**config.mk**
```make
export PLATFORM = sky130hd
export DESIGN_NAME = secded84_codec
export DESIGN_NICKNAME = d
export VERILOG_FILES = /design/src/rtl/secded_pkg.sv /design/src/rtl/secded_enc.sv /design/src/rtl/secded_syn.sv /design/src/rtl/secded_fix.sv /design/src/rtl/secded84_codec.sv
export SDC_FILE = /design/constraint.sdc
export NUM_CORES = 1
export LEC_CHECK = 0
export BUFFER_PORTS_ARGS = -buffer_cell sky130_fd_sc_hd__buf_2
export CELL_PAD_IN_SITES_DETAIL_PLACEMENT = 1
export CELL_PAD_IN_SITES_GLOBAL_PLACEMENT = 1
export CORE_MARGIN = 8
export CORE_UTILIZATION = 35
export CTS_BUF_LIST = sky130_fd_sc_hd__clkbuf_8
export CTS_CLUSTER_DIAMETER = 120
export CTS_CLUSTER_SIZE = 40
export DETAILED_ROUTE_END_ITERATION = 7
export GPL_ROUTABILITY_DRIVEN = 1
export PLACE_DENSITY_LB_ADDON = 0.3
export RECOVER_POWER = 25
export SLEW_MARGIN = 20
export SYNTH_ARGS = -nofsm -noshare
export SYNTH_HDL_FRONTEND = slang
export SYNTH_SLANG_ARGS = --single-unit
```
**constraint.sdc**
```tcl
create_clock -name clk -period 1.85 [get_ports clk]
set_input_delay 0.4625 -clock clk [delete_from_list [all_inputs] [get_ports clk]]
set_output_delay 0.4625 -clock clk [all_outputs]
set_load 0.01 [all_outputs]
```
**src/rtl/secded_pkg.sv**
```systemverilog
package secded_pkg;

   localparam int SEC_DATA_W = 4;
   localparam int SEC_CHK_W  = 4;
   localparam int SEC_CODE_W = SEC_DATA_W + SEC_CHK_W;

   typedef enum logic [1:0] {
      DEC_CLEAN = 2'd0,
      DEC_FIXED = 2'd1,
      DEC_FATAL = 2'd2
   } dec_status_e;

   // Check-matrix column of data bit j: weight 3, zero only at bit j.
   function automatic logic [SEC_CHK_W-1:0] data_column(input int j);
      logic [SEC_CHK_W-1:0] col;
      col = '1;
      col[j] = 1'b0;
      return col;
   endfunction

   // Data bits that feed check row i (same shape, by symmetry).
   function automatic logic [SEC_DATA_W-1:0] row_data_mask(input int i);
      logic [SEC_DATA_W-1:0] m;
      for (int j = 0; j < SEC_DATA_W; j++) begin
         m[j] = data_column(j)[i];
      end
      return m;
   endfunction

endpackage

```
**src/rtl/secded_enc.sv**
```systemverilog
module secded_enc
   import secded_pkg::*;
#(
   parameter int DATA_W = SEC_DATA_W,
   parameter int CHK_W  = SEC_CHK_W
) (
   input  logic [DATA_W-1:0]       dat,
   output logic [DATA_W+CHK_W-1:0] word
);
   logic [CHK_W-1:0] chk;

   for (genvar i = 0; i < CHK_W; i++) begin : g_row
      assign chk[i] = ^(dat & row_data_mask(i));
   end

   assign word = {chk, dat};
endmodule

```
**src/rtl/secded_syn.sv**
```systemverilog
module secded_syn
   import secded_pkg::*;
#(
   parameter int DATA_W = SEC_DATA_W,
   parameter int CHK_W  = SEC_CHK_W
) (
   input  logic [DATA_W+CHK_W-1:0] word,
   output logic [CHK_W-1:0]        syn
);
   logic [DATA_W-1:0] dat;
   assign dat = word[DATA_W-1:0];

   for (genvar i = 0; i < CHK_W; i++) begin : g_row
      assign syn[i] = word[DATA_W+i] ^ (^(dat & row_data_mask(i)));
   end
endmodule

```
**src/rtl/secded_fix.sv**
```systemverilog
module secded_fix
   import secded_pkg::*;
#(
   parameter int DATA_W = SEC_DATA_W,
   parameter int CHK_W  = SEC_CHK_W
) (
   input  logic [DATA_W-1:0] raw,
   input  logic [CHK_W-1:0]  syn,
   output logic [DATA_W-1:0] fixed,
   output dec_status_e       status
);
   localparam int WGT_W = $clog2(CHK_W + 1);

   logic [DATA_W-1:0] flip;
   logic [WGT_W-1:0]  weight;

   for (genvar j = 0; j < DATA_W; j++) begin : g_hit
      assign flip[j] = (syn == data_column(j));
   end

   always_comb begin
      weight = WGT_W'($countones(syn));
      if (syn == '0) begin
         status = DEC_CLEAN;
      end else if (weight[0]) begin
         status = DEC_FIXED;
      end else begin
         status = DEC_FATAL;
      end
   end

   // flip is all-zero unless the syndrome matches a data column
   assign fixed = raw ^ flip;
endmodule

```
**src/rtl/secded84_codec.sv**
```systemverilog
module secded84_codec
   import secded_pkg::*;
#(
   parameter int DATA_W  = 4,
   parameter int CHK_W   = 4,
   parameter bit OUT_REG = 1'b1
) (
   input  logic                     clk,
   input  logic                     rst_n,
   input  logic [DATA_W-1:0]        data_in,
   output logic [DATA_W+CHK_W-1:0]  code_out,
   input  logic [DATA_W+CHK_W-1:0]  code_in,
   output logic [DATA_W-1:0]        data_out,
   output logic                     err_corrected,
   output logic                     err_uncorrectable
);
   localparam int CODE_W = DATA_W + CHK_W;

   if (DATA_W != SEC_DATA_W) begin : g_bad_data_w
      $error("secded84_codec: DATA_W must be %0d", SEC_DATA_W);
   end
   if (CHK_W != SEC_CHK_W) begin : g_bad_chk_w
      $error("secded84_codec: CHK_W must be %0d", SEC_CHK_W);
   end
   if (CODE_W != SEC_CODE_W) begin : g_bad_code_w
      $error("secded84_codec: codeword width mismatch");
   end

   logic [CHK_W-1:0]  syndrome;
   logic [DATA_W-1:0] fixed_dat;
   dec_status_e       status;
   logic              nxt_corr;
   logic              nxt_unc;

   secded_enc #(.DATA_W(DATA_W), .CHK_W(CHK_W)) u_enc (
      .dat  (data_in),
      .word (code_out)
   );

   secded_syn #(.DATA_W(DATA_W), .CHK_W(CHK_W)) u_syn (
      .word (code_in),
      .syn  (syndrome)
   );

   secded_fix #(.DATA_W(DATA_W), .CHK_W(CHK_W)) u_fix (
      .raw    (code_in[DATA_W-1:0]),
      .syn    (syndrome),
      .fixed  (fixed_dat),
      .status (status)
   );

   assign nxt_corr = (status == DEC_FIXED);
   assign nxt_unc  = (status == DEC_FATAL);

   if (OUT_REG) begin : g_reg
      always_ff @(posedge clk or negedge rst_n) begin
         if (!rst_n) begin
            data_out          <= '0;
            err_corrected     <= 1'b0;
            err_uncorrectable <= 1'b0;
         end else begin
            data_out          <= fixed_dat;
            err_corrected     <= nxt_corr;
            err_uncorrectable <= nxt_unc;
         end
      end
   end else begin : g_comb
      assign data_out          = fixed_dat;
      assign err_corrected     = nxt_corr;
      assign err_uncorrectable = nxt_unc;
   end
endmodule

```
# Yosys cells after proc, flatten, opt, wreduce, memory -nomap -nowiden
# Cells that the tools add are included.
dict set report word_totals {
  elab_cells 28
  output_inout_bits 14
  register_bits 6
}
dict set report op_classes {
  reduce_logical 9
  mux 2
  n_addsub 3
  n_eq_ne 6
  bitwise 5
}
# operator count
set op_table {}
lappend op_table {{$reduce_xor A4 Y1} 8}
lappend op_table {{$eq A4 B4 Y1 const B} 3}
lappend op_table {{$eq A4 B3 Y1 const B} 1}
lappend op_table {{$logic_not A4 Y1} 1}
lappend op_table {{$mux W2} 2}
lappend op_table {{$xor A1 B1 Y1} 4}
lappend op_table {{$xor A4 B4 Y4} 1}
lappend op_table {{$add A1 B1 Y1} 3}
lappend op_table {{$eq A2 B1 Y1 const B} 1}
lappend op_table {{$eq A2 B2 Y1 const B} 1}

# Depth between registers and ports, before layout
dict set report logic_depth {
  depth_word 7
  ltp_mapped 8
  ltp_nobuf 7
}

# Modules after synthesis
# Synthesis repeated with hierarchy kept, for this count alone.
dict set report unflattened {
  hier_cells 49
  hier_area_um2 570.5
}
# mod area_each_um2 instances seq_area_each_um2 cells_each
set by_module_without_submodules {}
lappend by_module_without_submodules {secded_fix 185.2 1 0.0 23}
lappend by_module_without_submodules {secded84_codec 165.2 1 150.1 8}
lappend by_module_without_submodules {secded_enc 132.6 1 0.0 8}
lappend by_module_without_submodules {secded_syn 87.6 1 0.0 10}

# Worst setup path before layout
# No wires, ideal clock.
dict set report synth_path {
  path_kind {input to register}
  from {in code_in[2]}
  to {reg err_uncorrectable}
  arrival_time_ps 2323
  setup_ps 127
  path_slack_ps -601
  path_buffers 1
  stages 8
  path_cell_list {buf_2 xnor2_1 and2b_1 or2_2 ha_1 inv_1 xnor3_1 nor2b_1}
}
dict set report synth_via {
  elab_chain_cells 7
  word_cells_on_any_way 13
  classes_between {add/sub: 3; eq/ne: 1; mux: 2; bitwise: 3; reduce/logical: 4}
}
# item line
set synth_rtl {}
lappend synth_rtl {{start: declaration} secded84_codec.sv:12} ;# input logic [DATA_W+CHK_W-1:0] code_in,
lappend synth_rtl {{$reduce_xor A4 Y1} secded_syn.sv:14} ;# assign syn[i] = word[DATA_W+i] ^ (^(dat & row_data_mask(i)));
lappend synth_rtl {{$xor A1 B1 Y1} secded_syn.sv:14}
lappend synth_rtl {{$add A1 B1 Y1 (not written as such) (2 in series)} secded_fix.sv:22} ;# weight = WGT_W'($countones(syn));
lappend synth_rtl {{$mux W2} secded_fix.sv:25} ;# end else if (weight[0]) begin
lappend synth_rtl {{$mux W2 (*)} secded_fix.sv:23} ;# if (syn == '0) begin
lappend synth_rtl {{$eq A2 B2 Y1 (*)} secded84_codec.sv:53} ;# assign nxt_unc = (status == DEC_FATAL);
lappend synth_rtl {{named net nxt_unc} secded84_codec.sv:33} ;# logic nxt_unc;
lappend synth_rtl {{end signal: assignment} secded84_codec.sv:64} ;# err_uncorrectable <= nxt_unc;
lappend synth_rtl {{end: declaration} secded84_codec.sv:15} ;# output logic err_uncorrectable
# Mark *: on every way through the listed nets, which the timed path passes. The rest lies on a longest branch.

# Final worst setup path
# Same ends and word-level chain as after synthesis.

==> flow_summary_export.csv <==
group,metric,value,unit
outcome,outcome,"complete, no violations",
clock_network,htreeDepth,1,
pwr,power_frac_comb,48.5,%
pwr,leakage,0.000415,µW
logic_synthesis,yosys_warnings,0,
detailed_routing,drt-vias-per-instance,4.96,
die,die_y,56.2,µm
grt,antenna_found_initial,0,
cells_and_area,drive_gt1_share,46.9,%
pwr,seqPwrFrac,24.6,%
die,floorplan.initialDensity,37.5,%
critical_path,cp_max_fo,4,
critical_path,end_kind,"flip-flop",
detailed_routing,drtIter0Drc,2,
cells_and_area,post-route-util,56.7,%
die,rows,14,
grt,grt-ovfl-total,0,
timing,drv_slew,0,
detailed_routing,vias,565,
detailed_routing,drc,0,
clock_network,cts.sinks,6,
timing,setup_violations,0,
pwr,clockPowerShare,26.9,%
timing,tightest_slew,0.353,ns
cells_and_area,area_growth,51.4,%
timing,setup-tns-final,0,ns
clock_network,tritoncts,"yes",
grt,grt_pass1_vias,649,
logic_synthesis,syn_area_per_cell,8.96,µm²
pwr,netSwitchingPower,233,µW
run,max_cap_viol_count,0,
die,die-area,3150,µm²
pwr,p_int,475,µW
critical_path,cp.arrival,1.90,ns
clock_network,root_buffer,"clkbuf_8",
critical_path,cp-start-kind,"primary input",
detailed_routing,avgRoutedWirePerCell,14.6,µm
timing,slew_headroom,76.4,%
timing,period_share,97.8,%
place,placed_area,793,µm²
timing,final_hold_viol_count,0,
place,io_buffers,27,
clock_network,clockBufferDepth,2,
critical_path,crit_start,"code_in[2]",
clock_network,cts_setup_buffers,0,
logic_synthesis,synth_cells,63,
grt,grt_use_total,11.1,%
place,place_congestion,0.702,
pwr,powerDensity,829,nW/µm²
cells_and_area,fin_nets,116,
critical_path,cp_slowest_cell,"or2_4",
logic_synthesis,ys_seq_elements,6,
critical_path,critical_path_required,1.94,ns
logic_synthesis,synth_area,564,µm²
detailed_routing,firstDrtPassIters,2,
logic_synthesis,synth_nets,79,
logic_synthesis,synth_cell_types,24,
pwr,peakVddDrop,343,µV
logic_synthesis,synth.yosys.seq_area_share,26.6,%
detailed_routing,wl,1660,µm
hold_path,hp-class,"in2async",
timing,min_period,1.81,ns
place,dp_hpwl,1510,µm
critical_path,worstSetupPathType,"in2reg",
timing,max_clock_freq,0.553,GHz
clock_network,cts-buffers-inserted,3,
grt,grt_pass1_wl,2820,µm
critical_path,path_cells,"buf_2 > xnor2_4 > and2b_1 > or2_4 > ha_4 > inv_2 > xnor3_1 > nor2b_1",
grt,grt_max_degree,7,
pwr,p_total,708,µW
pwr,p_sw_share,33.0,%
cells_and_area,mostFrequentLayoutCells,"26 x buf_2, 11 x xnor2_1, 10 x buf_4",
detailed_routing,ant_nets,0,
clock_network,clk_pin_slew,0.03,ns
cells_and_area,final_common_cell,"buf_2",
die,core_area,1510,µm²
die,die_w,56.2,µm
timing,rsz0062_at_grt,"false",
critical_path,slowest_delay,0.25,ns
die,io_pins,28,
cells_and_area,num_antenna_cells,0,
cells_and_area,fin_area,855,µm²
final cells by class:
cell class | count | area, µm²
timing repair buffer | 37 | 209
sequential | 6 | 150
multi-input combinational | 49 | 423
clock buffer | 3 | 41.3
fill | 194 | 652
tap | 16 | 20.0
inverter | 3 | 11.3
worst max-delay path, delay by kind of cell:
family	cells	cell delay (ns)
xor+xnor	2	0.42
buf+inv	2	0.19
fa+ha+maj	1	0.22
simple gates	3	0.60
cell families (layout without fill, tap and decap cells):
logic type	after synthesis	in the layout	synth area share, %
AOI/OAI and AO/OA	10	10	11.3
buffers and inverters	8	43	8.20
DFF	6	6	26.6
adders and majority gates	2	2	4.43
xor gates and xnor gates	18	18	30.4
and+or+nand+nor	19	19	19.1
state kept, by name (all words and copies together), names as in the netlist:
register,cells
err_corrected,1
data_out,4
err_uncorrectable,1
synth_stat cells:
library cell  instances  area share (%)
nand3_1               3             2.7
buf_4                 4             5.3
xor2_1                3             4.7
ha_1                  2             4.4
or2_2                 1             1.1
dfrtp_1               6              27
nand2_1               1            0.66
and2b_1               1             1.3
nor2b_1               2             2.2
or3_1                 1             1.1
o21ai_0               4             3.5
a211oi_1              2             2.7
and3_1                3             3.3
nand2b_1              1             1.1
nor2_1                2             1.3
xnor3_1               1             4.0
inv_1                 3             2.0
or3b_1                1             1.6
a221oi_1              2             3.1
a21oi_1               1            0.89
nor3_1                3             2.7
o22ai_1               1             1.1
buf_2                 1            0.89
xnor2_1              14              22
worst paths after layout:
path	end	slack, ns	cells after the start
worst max-delay path	err_uncorrectable	0.04	8
max in group asynchronous	err_uncorrectable	1.53	1
min in group clk	data_out[0]	0.58	3
worst min-delay path	err_corrected	0.1	1
stage by stage:
step,hold WS (ns),instances,worst slack (ns)
floorplan,0.167,63,-0.0963
global placement,0.285,111,-0.161
detailed placement,0.288,111,-0.282
CTS,0.0538,114,0.0314
global route,0.134,114,0.00270
finish,0.0982,114,0.0415
power by group through the flow:
stage / Clock [µW] / Combinational [µW] / Sequential (µW)
floorplan: 0 / 178 / 197
global placement: 0 / 319 / 175
detailed placement: 0 / 339 / 177
CTS: 196 / 342 / 176
global route: 204 / 375 / 176
finish: 191 / 343 / 174
timing repair:
item | CTS | global route
hold buffers | 0 | 0
pin swaps | 0 | 1
gates resized for setup | 1 | 2
endpoints found under the setup margin | 2 | 2
layer usage:
layer	up-vias	GRT usage (%)	part of all wire (%)
li1	282	-	-
met3	4	3.42	5.2
met2	16	20.4	55
met5	-	0	0
met1	263	10.1	39
met4	0	7.22	1.6
No activity file was read; power rests on OpenSTA's default activity.
